**src/rtl/radq_pkg.sv**
```systemverilog
package radq_pkg;
  typedef enum logic [1:0] {
    ACC_FETCH = 2'd0,
    ACC_LOAD  = 2'd1,
    ACC_STORE = 2'd2,
    ACC_STORE2 = 2'd3
  } acc_e;
endpackage

```
**src/rtl/radq_qmap.sv**
```systemverilog
// Quadrant to (partition ID, process ID) mapping, one table per privilege state.
module radq_qmap #(
  parameter int ID_W = 32
) (
  input  logic [1:0]      quad,
  input  logic            hv,
  input  logic [ID_W-1:0] lpid_reg,
  input  logic [ID_W-1:0] pid_reg,
  output logic [ID_W-1:0] lpid,
  output logic [ID_W-1:0] pid,
  output logic            illegal
);
  always_comb begin
    lpid    = '0;
    pid     = '0;
    illegal = 1'b0;
    if (hv) begin
      unique case (quad)
        2'd0: pid = pid_reg;
        2'd1: begin lpid = lpid_reg; pid = pid_reg; end
        2'd2: lpid = lpid_reg;
        default: ;
      endcase
    end else begin
      unique case (quad)
        2'd0: begin lpid = lpid_reg; pid = pid_reg; end
        2'd3: lpid = lpid_reg;
        default: illegal = 1'b1;
      endcase
    end
  end
endmodule

```
**src/rtl/radq_real.sv**
```systemverilog
// Hypervisor real-mode address: strip top bits, add offset when MSB clear.
module radq_real #(
  parameter int EA_W  = 64,
  parameter int CLR_W = 4
) (
  input  logic [EA_W-1:0] ea,
  input  logic [EA_W-1:0] hrmor,
  output logic [EA_W-1:0] raddr
);
  localparam logic [EA_W-1:0] KEEP = {{CLR_W{1'b0}}, {(EA_W-CLR_W){1'b1}}};
  always_comb begin
    raddr = ea & KEEP;
    if (!ea[EA_W-1]) raddr = raddr | hrmor;
  end
endmodule

```
**src/rtl/radix_addr_qualifier.sv**
```systemverilog
module radix_addr_qualifier #(
  parameter int EA_W   = 64,
  parameter int ID_W   = 32,
  parameter int QUAD_W = 2,
  parameter int GAP_W  = 10,
  parameter int CLR_W  = 4
) (
  input  logic            clk,
  input  logic            rst_n,
  input  logic            in_valid,
  input  logic [EA_W-1:0] ea,
  input  logic            hv_state,
  input  logic            real_mode,
  input  logic [1:0]      acc_type,
  input  logic [ID_W-1:0] lpid_reg,
  input  logic [ID_W-1:0] pid_reg,
  input  logic [EA_W-1:0] hrmor,
  output logic            out_valid,
  output logic            done_real,
  output logic            walk_req,
  output logic            seg_fault,
  output logic            seg_inst,
  output logic [EA_W-1:0] real_addr,
  output logic [2:0]      perm_rwx,
  output logic [ID_W-1:0] lpid_out,
  output logic [ID_W-1:0] pid_out,
  output logic            need_proc,
  output logic            need_part,
  output logic [EA_W-1:0] guest_raddr,
  output logic [EA_W-1:0] fault_addr
);
  import radq_pkg::*;

  localparam int QLO    = EA_W - QUAD_W;
  localparam int GAP_HI = QLO - 1;
  localparam logic [EA_W-1:0] QMASK = {{QUAD_W{1'b0}}, {QLO{1'b1}}};

  // Decode
  logic [ID_W-1:0] map_lpid, map_pid;
  logic            map_illegal;
  logic [EA_W-1:0] rm_addr;
  logic            hv_real, gap_bad, fault_d, walk_d, inst_d, part_d;
  acc_e            acc;

  radq_qmap #(.ID_W(ID_W)) u_qmap (
    .quad(ea[EA_W-1 -: QUAD_W]), .hv(hv_state),
    .lpid_reg(lpid_reg), .pid_reg(pid_reg),
    .lpid(map_lpid), .pid(map_pid), .illegal(map_illegal)
  );

  radq_real #(.EA_W(EA_W), .CLR_W(CLR_W)) u_real (
    .ea(ea), .hrmor(hrmor), .raddr(rm_addr)
  );

  always_comb begin
    acc     = acc_e'(acc_type);
    hv_real = real_mode & hv_state;
    gap_bad = |ea[GAP_HI -: GAP_W];
    fault_d = ~hv_real & (gap_bad | map_illegal);
    walk_d  = ~hv_real & ~fault_d;
    inst_d  = (acc == ACC_FETCH);
    part_d  = (|map_lpid) | ~hv_state;
  end

  // Next-state
  logic            vld_n, done_n, walk_n, flt_n;
  logic [EA_W-1:0] fa_n;
  logic            fa_en, dat_en;

  always_comb begin
    vld_n  = in_valid;
    done_n = in_valid & hv_real;
    walk_n = in_valid & walk_d;
    flt_n  = in_valid & fault_d;
    dat_en = in_valid;
    fa_en  = in_valid & fault_d & ~inst_d;
    fa_n   = ea;
  end

  // Registers
  always_ff @(posedge clk or negedge rst_n) begin
    if (!rst_n) begin
      out_valid  <= 1'b0;
      done_real  <= 1'b0;
      walk_req   <= 1'b0;
      seg_fault  <= 1'b0;
      fault_addr <= '0;
    end else begin
      out_valid <= vld_n;
      done_real <= done_n;
      walk_req  <= walk_n;
      seg_fault <= flt_n;
      if (fa_en) fault_addr <= fa_n;
    end
  end

  always_ff @(posedge clk or negedge rst_n) begin
    if (!rst_n) begin
      seg_inst    <= 1'b0;
      real_addr   <= '0;
      perm_rwx    <= '0;
      lpid_out    <= '0;
      pid_out     <= '0;
      need_proc   <= 1'b0;
      need_part   <= 1'b0;
      guest_raddr <= '0;
    end else if (dat_en) begin
      seg_inst    <= inst_d;
      real_addr   <= rm_addr;
      perm_rwx    <= hv_real ? 3'b111 : 3'b000;
      lpid_out    <= map_lpid;
      pid_out     <= map_pid;
      need_proc   <= ~real_mode;
      need_part   <= part_d;
      guest_raddr <= ea & QMASK;
    end
  end
endmodule

```
**config.mk**
```make
export PLATFORM = sky130hd
export DESIGN_NAME = radix_addr_qualifier
export DESIGN_NICKNAME = d
export VERILOG_FILES = /design/src/rtl/radq_pkg.sv /design/src/rtl/radq_qmap.sv /design/src/rtl/radq_real.sv /design/src/rtl/radix_addr_qualifier.sv
export SDC_FILE = /design/constraint.sdc
export NUM_CORES = 1
export LEC_CHECK = 0
export ABC_AREA = 1
export ABC_CLOCK_PERIOD_IN_PS = 800
export BUFFER_PORTS_ARGS = -buffer_cell sky130_fd_sc_hd__clkbuf_2
export CAP_MARGIN = 20
export CORE_AREA = 2 2 182 184
export CTS_CLUSTER_SIZE = 16
export DETAILED_ROUTE_END_ITERATION = 16
export DIE_AREA = 0 0 184 186
export PLACE_DENSITY = 0.71
export RECOVER_POWER = 100
export REMOVE_ABC_BUFFERS = 1
export SLEW_MARGIN = 20
export SYNTH_ARGS = -nofsm -noshare
export SYNTH_HDL_FRONTEND = slang
export SYNTH_SLANG_ARGS = --single-unit
```
**constraint.sdc**
```tcl
create_clock -name clk -period 0.8 [get_ports clk]
set_input_delay 0.24 -clock clk [delete_from_list [all_inputs] [get_ports clk]]
set_output_delay 0.24 -clock clk [all_outputs]
set_load 0.02 [all_outputs]
```
==> After elaboration in Yosys (flattened, before gate mapping) <==
Cells that the tools add are included.
{ "classes": {"eq_ne": 3, "mux": 10, "n_bitwise": 15, "n_reduce_logical": 7} }
{ "ops": {"columns": ["op", "count"], "rows": [
  ["$mux 32", 6],
  ["$mux 64", 1],
  ["$or 60x64->64", 1],
  ["$reduce_or 32->1", 1],
  ["$reduce_or 10->1", 1],
  ["$and 1x1->1", 7],
  ["$reduce_or 2->1", 3],
  ["$not 1->1", 5],
  ["$eq 2x2->1 const B", 2],
  ["$logic_not 2->1", 2],
  ["$mux 3", 1],
  ["$eq 2x1->1 const B", 1],
  ["$mux 1", 2],
  ["$or 1x1->1", 2]
]} }
{ "totals": {"register_bits": 264, "in_bits": 199, "word_cells": 48} }

==> Longest topological paths before layout <==
Gate-level depths: netlist (run 1).
{ "logic_depth": {"ltp_word": 9, "ltp_mapped": 13, "ltp_nobuf": 10} }

==> Hierarchy <==
Synthesis (run 1) repeated with hierarchy kept, for this count alone.
{ "unflattened": {"hier_cells": 1541, "area_unflattened_um2": 11933.9} }
{ "by_module_without_submodules": {"columns": ["mod", "n_inst", "cells_per_inst", "area_each_um2", "seq_area_each_um2"], "rows": [
  ["radix_addr_qualifier", 1, 1157, 10226.1, 6556.3],
  ["radq_qmap", 1, 189, 930.9, 0.0],
  ["radq_real", 1, 195, 777.0, 0.0]
]} }

==> Worst setup path after synthesis (run 1) <==
OpenSTA, ideal clock, no wires.
{ "synth_timing": {"kind": "input-to-reg", "start": "input port ea[63]", "end": "register need_part", "setup_ns": 0.117, "arrival_time_ns": 1.829, "required_time_ns": 0.683, "slack_ns": -1.146, "cell_stages": 13, "n_path_buf": 3, "cell_sequence": "inv_1 -> buf_2 -> buf_1 -> ha_1 -> inv_1 -> nand2_2 -> buf_2 -> o211ai_1 -> nand2_1 -> nor2_1 -> nand3_1 -> nor2_1 -> nor2_1"} }
{ "synth_via": {"elab_chain_len": 6, "word_cells_on_any_way": 11, "classes_between": "eq/ne (3); mux (3); bitwise (1); reduce/logical (4)"} }
{ "synth_lines": {"columns": ["element", "line", "text"], "rows": [
  ["start: declaration", "radix_addr_qualifier.sv:11", "input logic [EA_W-1:0] ea,"],
  ["$eq 2x2->1, or another cell as far along", "radq_qmap.sv:25", "unique case (quad)"],
  ["$reduce_or 2->1 (no source line)", null, null],
  ["$mux 32 (on tied branches)", "radq_qmap.sv:25, radq_qmap.sv:18", null],
  ["$mux 32 (*)", "radq_qmap.sv:17", "if (hv) begin"],
  ["$reduce_or 32->1 (*)", "radix_addr_qualifier.sv:62", "part_d = (|map_lpid) | ~hv_state;"],
  ["$or 1x1->1 (*)", "radix_addr_qualifier.sv:62", null],
  ["end signal: assignment", "radix_addr_qualifier.sv:114", "need_part <= part_d;"],
  ["end: declaration", "radix_addr_qualifier.sv:28", "output logic need_part,"]
]} }
Every way passes the cells marked *; elsewhere a longest branch is shown, timed or not.
A chain may end at the register's enable or synchronous reset.

==> Worst setup path after layout (run 1) <==
{ "layout_timing": {"start": "register real_addr[53]", "end": "output port real_addr[53]"} }
{ "layout_rtl": {"columns": ["element", "line", "text"], "rows": [
  ["start: declaration", "radix_addr_qualifier.sv:23", "output logic [EA_W-1:0] real_addr,"],
  ["start signal: assignment", "radix_addr_qualifier.sv:109", "real_addr <= rm_addr;"]
]} }
No word-level cell between the ends.

==> results of run 1 <==
==> flip-flops by register name (all words and copies together) (netlist names) <==
register,cells
seg_fault,1
pid_out,32
guest_raddr,62
need_proc,1
seg_inst,1
done_real,1
need_part,1
real_addr,64
perm_rwx,1
out_valid,1
walk_req,1
fault_addr,64
lpid_out,32
==> where the power goes <==
group | internal (uW) | switching (uW)
Combinational | 7050 | 6550
Clock | 8000 | 5500
Sequential | 14600 | 1320
==> per-stage QoR <==
stage	setup WS (ps)	area, sq um	utilization [%]	power (uW)
after CTS	-624	19200	59.5	39500
final	-670	21800	67.7	43100
after detailed placement	-964	14300	44.3	23200
after global placement	-906	14300	44.3	23000
after global routing	-697	21800	67.7	44500
after floorplan	-3650	10300	-	19300
==> worst register-to-register path, delay by kind of cell, from the launching register on <==
family / cells / cell delay, ps
and+or+nand+nor: 2 / 160
buffers and inverters: 2 / 250
DFF: 1 / 390
==> cells by family after synthesis <==
group	count (synthesis)	synth area share [%]
buffers and inverters	148	6.90
AOI/OAI and AO/OA	144	9.09
adders and majority gates	2	0.231
other	1	0.0347
and+or+nand+nor	606	23.1
DFF	262	60.7
==> metal layers <==
metal  track usage, %  routed length (um)  vias to the layer above
li1                 -                   -                     5506
met1             26.7               17600                     6274
met2             44.0               27300                      885
met3             6.07                4400                      291
met4             16.1                4080                        0
met5                0                   0                        -
==> area by class of cell <==
class,count,area share (%)
flip-flops and latches,262,30.1
well taps,408,2.34
repair buffers,932,42.0
clock buffers,38,3.71
inverters,70,1.34
diodes,2,0.0230
clock inverters,10,0.602
multi-input cells,754,19.9
==> repair_timing <==
item / 4_1_cts / 5_1_grt
setup endpoints to repair: 399 / 447
setup buffers: 79 / 117
cloned: 16 / 8
resized for setup: 295 / 801
pin swaps: 5 / 79
hold endpoints to repair: 473 / 5
hold buffers: 157 / 1
==> placed cells by master (no fill, tap or decap), drive strengths merged, types with 12 or more instances in the layout <==
master,instances
buf,494
clkbuf,318
nand2,310
dfrtp,262
nand3,162
dlygate4sd3,158
nor2,131
o21ai,128
inv,69
o211ai,12
==> worst paths after layout <==
check,endpoint,slack (ps),cells past startpoint
worst max-delay path,real_addr[53],-670,1
worst min-delay path,lpid_out[29],10,3
worst max register to register,guest_raddr[59],-120,4
worst min register to register,need_proc,510,2
max in group asynchronous,guest_raddr[33],-150,3
min in group asynchronous,real_addr[54],300,2
==> run metrics, run 1 <==
Yosys top cell area share=60.7%; minimum hold slack=10.6 ps; detailed placer's ending HPWL=26.1 mm; Clock transition at path regs=60 ps; Ys Warns=0; FF+latch count, synth=262; failing checks=negative setup slack; share of cells above drive strength 1=49.4%; Hold Fails Final Rpt=0; register area share after synthesis=60.7%; fin nets=2249; Tot GR Track Use=24.9%; setup slack after layout=-670 ps; Inst Count DP=2069; Horiz. Die Dim=184 um; most frequent cell after synthesis=nand2_1; post-synth top area cell=dfrtp_1; fill count=1973; cells along the critical path=buf_6; drt drc=0; slowest CP cell=dfrtp_1; commonest cells in the netlist=nand2_1, dfrtp_1, nand3_1, nor2_1, inv_1; largest net degree at the start of global routing=47; Max Cap Viol=0; GP Congestion=0.887; initial antenna violation count=2; WL/cell=21.6 um; Fmax=0.680 GHz; total grt overflow=0; pwr dens=1980 nW/um^2; asr flop ratio synth=100%; Detailed Routing Iterations Pass 1=5; antenna viol nets, final=0; DRT Wirelength=53.5 mm; Hold Crit Class=in2reg; fin cells=2476; Via density=5.23; Peak supply drop=1.74 mV; Cell Area, Synth=10800 sq um; CP Launch Type=flop; die area=34200 sq um; cell count after synthesis=1163; Port-buffer cells=462; Placeable Area=32200 sq um; hold path start=lpid_reg[29]; Slew Limit Headroom=58.0%; IO Pins=465; Leak Pwr=0.0110 uW; Root Driver=clkbuf_16; reg-to-reg startpoint=guest_raddr[59]; CP required=560 ps; Final setup viols=682; initial core utilization=33.6%; Setup TNS Final=-204810 ps; H-tree Lvls=1; Via Count=13.0k; CTS tree=built; most common flop cell mapped by yosys=dfrtp_1; Die Y=186 um; Setup crit end kind=output pin; crit path max fanout=2; Avg Synthesized Cell Area=9.29 sq um; unrepaired setup endpoints after global routing=true; row count=66; CP arrival=1230 ps; CTS max path bufs=3; CP bufs+invs=1; Crit path max-delay family=flip-flops; Post-synth EDFFs=0; DRT iter0 DRCs=864; Final min period=1470 ps; Num Clock Sinks=262; Synth cell types=27; CTS Buf Count=28; kind of critical path=reg2out; Slowest Stage Delay on Critical Path=520 ps; largest cells by area after synthesis=dfrtp_1, nand2_1, nand3_1, o21ai_2, nor2_1; Reg area=6560 sq um; fin. max-slew vios=0; area of the multi-input gates=4330 sq um; outcome=complete, but fails checks; vias in the first global route=12.4k; crit share post-route=184%; Worst Clk Skew=0 ps; first-pass GRT wire length=66.4 mm; Slew @ Worst Pin=630 ps; Skew-Pair Late Insertion Delay=540 ps; area grow syn2layout=102%; Critical path origin=real_addr[53]
(Power assumes the default switching activity.)
==> run 2, diff against run 1 <==
--- a/config.mk
+++ b/config.mk
@@ -14,7 +14,6 @@
 export DETAILED_ROUTE_END_ITERATION = 16
 export DIE_AREA = 0 0 184 186
 export PLACE_DENSITY = 0.71
-export RECOVER_POWER = 100
 export REMOVE_ABC_BUFFERS = 1
 export SLEW_MARGIN = 20
 export SYNTH_ARGS = -nofsm -noshare
==> run metrics, run 2 (synthesized netlist as in run 1, its figures left out) <==
GP Congestion=0.887 (unchanged); commonest non-fill, non-tap cell in the layout=dfrtp_1; Slowest Stage Delay on Critical Path=520 ps (about the same); CP bufs+invs=1 (unchanged); fin cells=2476 (unchanged); fill count=1955 (-0.91%); vias in the first global route=12.4k (unchanged); CTS max path bufs=3 (unchanged); setup slack after layout=-678 ps (-7.87 ps); drt drc=0 (unchanged); Crit path max-delay family=flip-flops; Max Cap Viol=0 (unchanged); fin nets=2249 (unchanged); H-tree Lvls=1 (unchanged); largest net degree at the start of global routing=47 (unchanged); GR Util met3=6.07% (unchanged); Horiz. Die Dim=184 um (unchanged); Inst Count DP=2069 (unchanged); Tot GR Track Use=24.9% (unchanged); Hold Crit Class=in2reg; first-pass GRT wire length=66.4 mm (unchanged); fin. max-slew vios=0 (unchanged); Critical path origin=real_addr[53]; initial core utilization=33.6% (unchanged); row count=66 (unchanged); antenna viol nets, final=0 (unchanged); pwr dens=1970 nW/um^2 (-0.27%); kind of critical path=reg2out; Skew-Pair Late Insertion Delay=540 ps (about the same); Die Y=186 um (unchanged); fin area=21900 sq um (+0.41%); met2 Usage GRT=44.0% (unchanged); detailed placer's ending HPWL=26.1 mm (unchanged); hold path start=lpid_reg[29]; area grow syn2layout=103%; CP arrival=1240 ps (about the same); Root Driver=clkbuf_16; share of cells above drive strength 1=50.0% (+0.58 points); CP Launch Type=flop; Num Clock Sinks=262 (unchanged); IO Pins=465 (unchanged); Via density=5.23 (-0.12%); slowest CP cell=dfrtp_1; Detailed Routing Iterations Pass 1=5 (unchanged); pre-CTS WS=-964 ps (unchanged); Leak Pwr=0.0111 uW (+0.43%); DRT iter0 DRCs=862 (-0.23%); Via Count=12.9k (-0.12%); Fmax=0.677 GHz (-0.53%); commonest non-fill, non-tap cells in the layout=dfrtp_1, nand2_1, buf_4, buf_6, clkbuf_2; DRT Wirelength=53.4 mm (-0.15%); Setup crit end kind=output pin; Hold Fails Final Rpt=0 (unchanged); unrepaired setup endpoints after global routing=true; cells along the critical path=buf_6; WL/cell=21.6 um (-0.15%); CP required=560 ps (about the same); top flop regs=fault_addr (64), real_addr (64), guest_raddr (62); outcome=complete, but fails checks; Placeable Area=32200 sq um (unchanged); Placed Area=14300 sq um (unchanged); Peak supply drop=1.74 mV (about the same); reg-to-reg startpoint=guest_raddr[59]; Worst Clk Skew=0 ps (unchanged); Final min period=1480 ps (+7.87 ps); die area=34200 sq um (unchanged); grt met1 use=26.7% (unchanged); initial antenna violation count=2 (unchanged); busiest grt layer=met2; total grt overflow=0 (unchanged); crit path max fanout=2 (unchanged); Port-buffer cells=462 (unchanged); Final setup viols=409 (-40%); CTS tree=built; failing checks=negative setup slack; CTS Buf Count=28 (unchanged); crit share post-route=185% (+0.98 points); Clock transition at path regs=60 ps (about the same)
## run 2: final timing paths
check                      slack (ps)  depth (start not counted)         endpoint
max reg2reg                      -120                          4  guest_raddr[59]
min in group asynchronous         190                          2    real_addr[54]
min reg2reg                       510                          2        need_proc
max                              -680                          1    real_addr[53]
min                                 9                          3     lpid_out[29]
max in group asynchronous          70                          3  guest_raddr[10]
## run 2: final cells by class
type                            count  area [sq um]  share of cell area, %
Sequential cell                   262          6560                   30.0
Tap cell                          408           510                   2.33
Inverter                           70           293                   1.34
Clock inverter                     10           131                  0.600
Clock buffer                       38           810                   3.70
Antenna cell                        2          5.00                 0.0229
Timing Repair Buffer              932          9230                   42.1
Multi-Input combinational cell    754          4360                   19.9
## run 2: power breakdown
part / switching, uW / total [uW] / internal [uW] / leakage, uW
registers: 1320 / 16000 / 14600 / 0.00317
logic: 6560 / 13700 / 7110 / 0.00746
clock network: 5500 / 13500 / 7990 / 0.000464
total: 13400 / 43100 / 29800 / 0.0111
## run 2: metal layers
layer	wire, um	part of all wire [%]
met1	17600	33
met2	27300	51
met3	4330	8.1
met4	4110	7.7
met5	0	0
## run 2: timing repair
| action | 4_1_cts | 5_1_grt |
|---|---|---|
| buffers inserted | 79 | 117 |
| hold buffers | 157 | 1 |
| hold endpoints to repair | 473 | 5 |
| resized for setup | 295 | 801 |
| setup endpoints to repair | 399 | 447 |
| cloned | 16 | 8 |
| pin swaps | 5 | 79 |
## run 2: through the flow
stage	power, uW	utilization (%)	setup TNS (ps)	hold slack (ps)
final	43100	68.0	-168320	8.93
after global routing	44600	68.0	-182780	12.0
after CTS	39500	59.5	-173900	-50.4
after detailed placement	23200	44.3	-151490	145
after global placement	23000	44.3	-147480	135
after floorplan	19300	-	-490780	-55.6
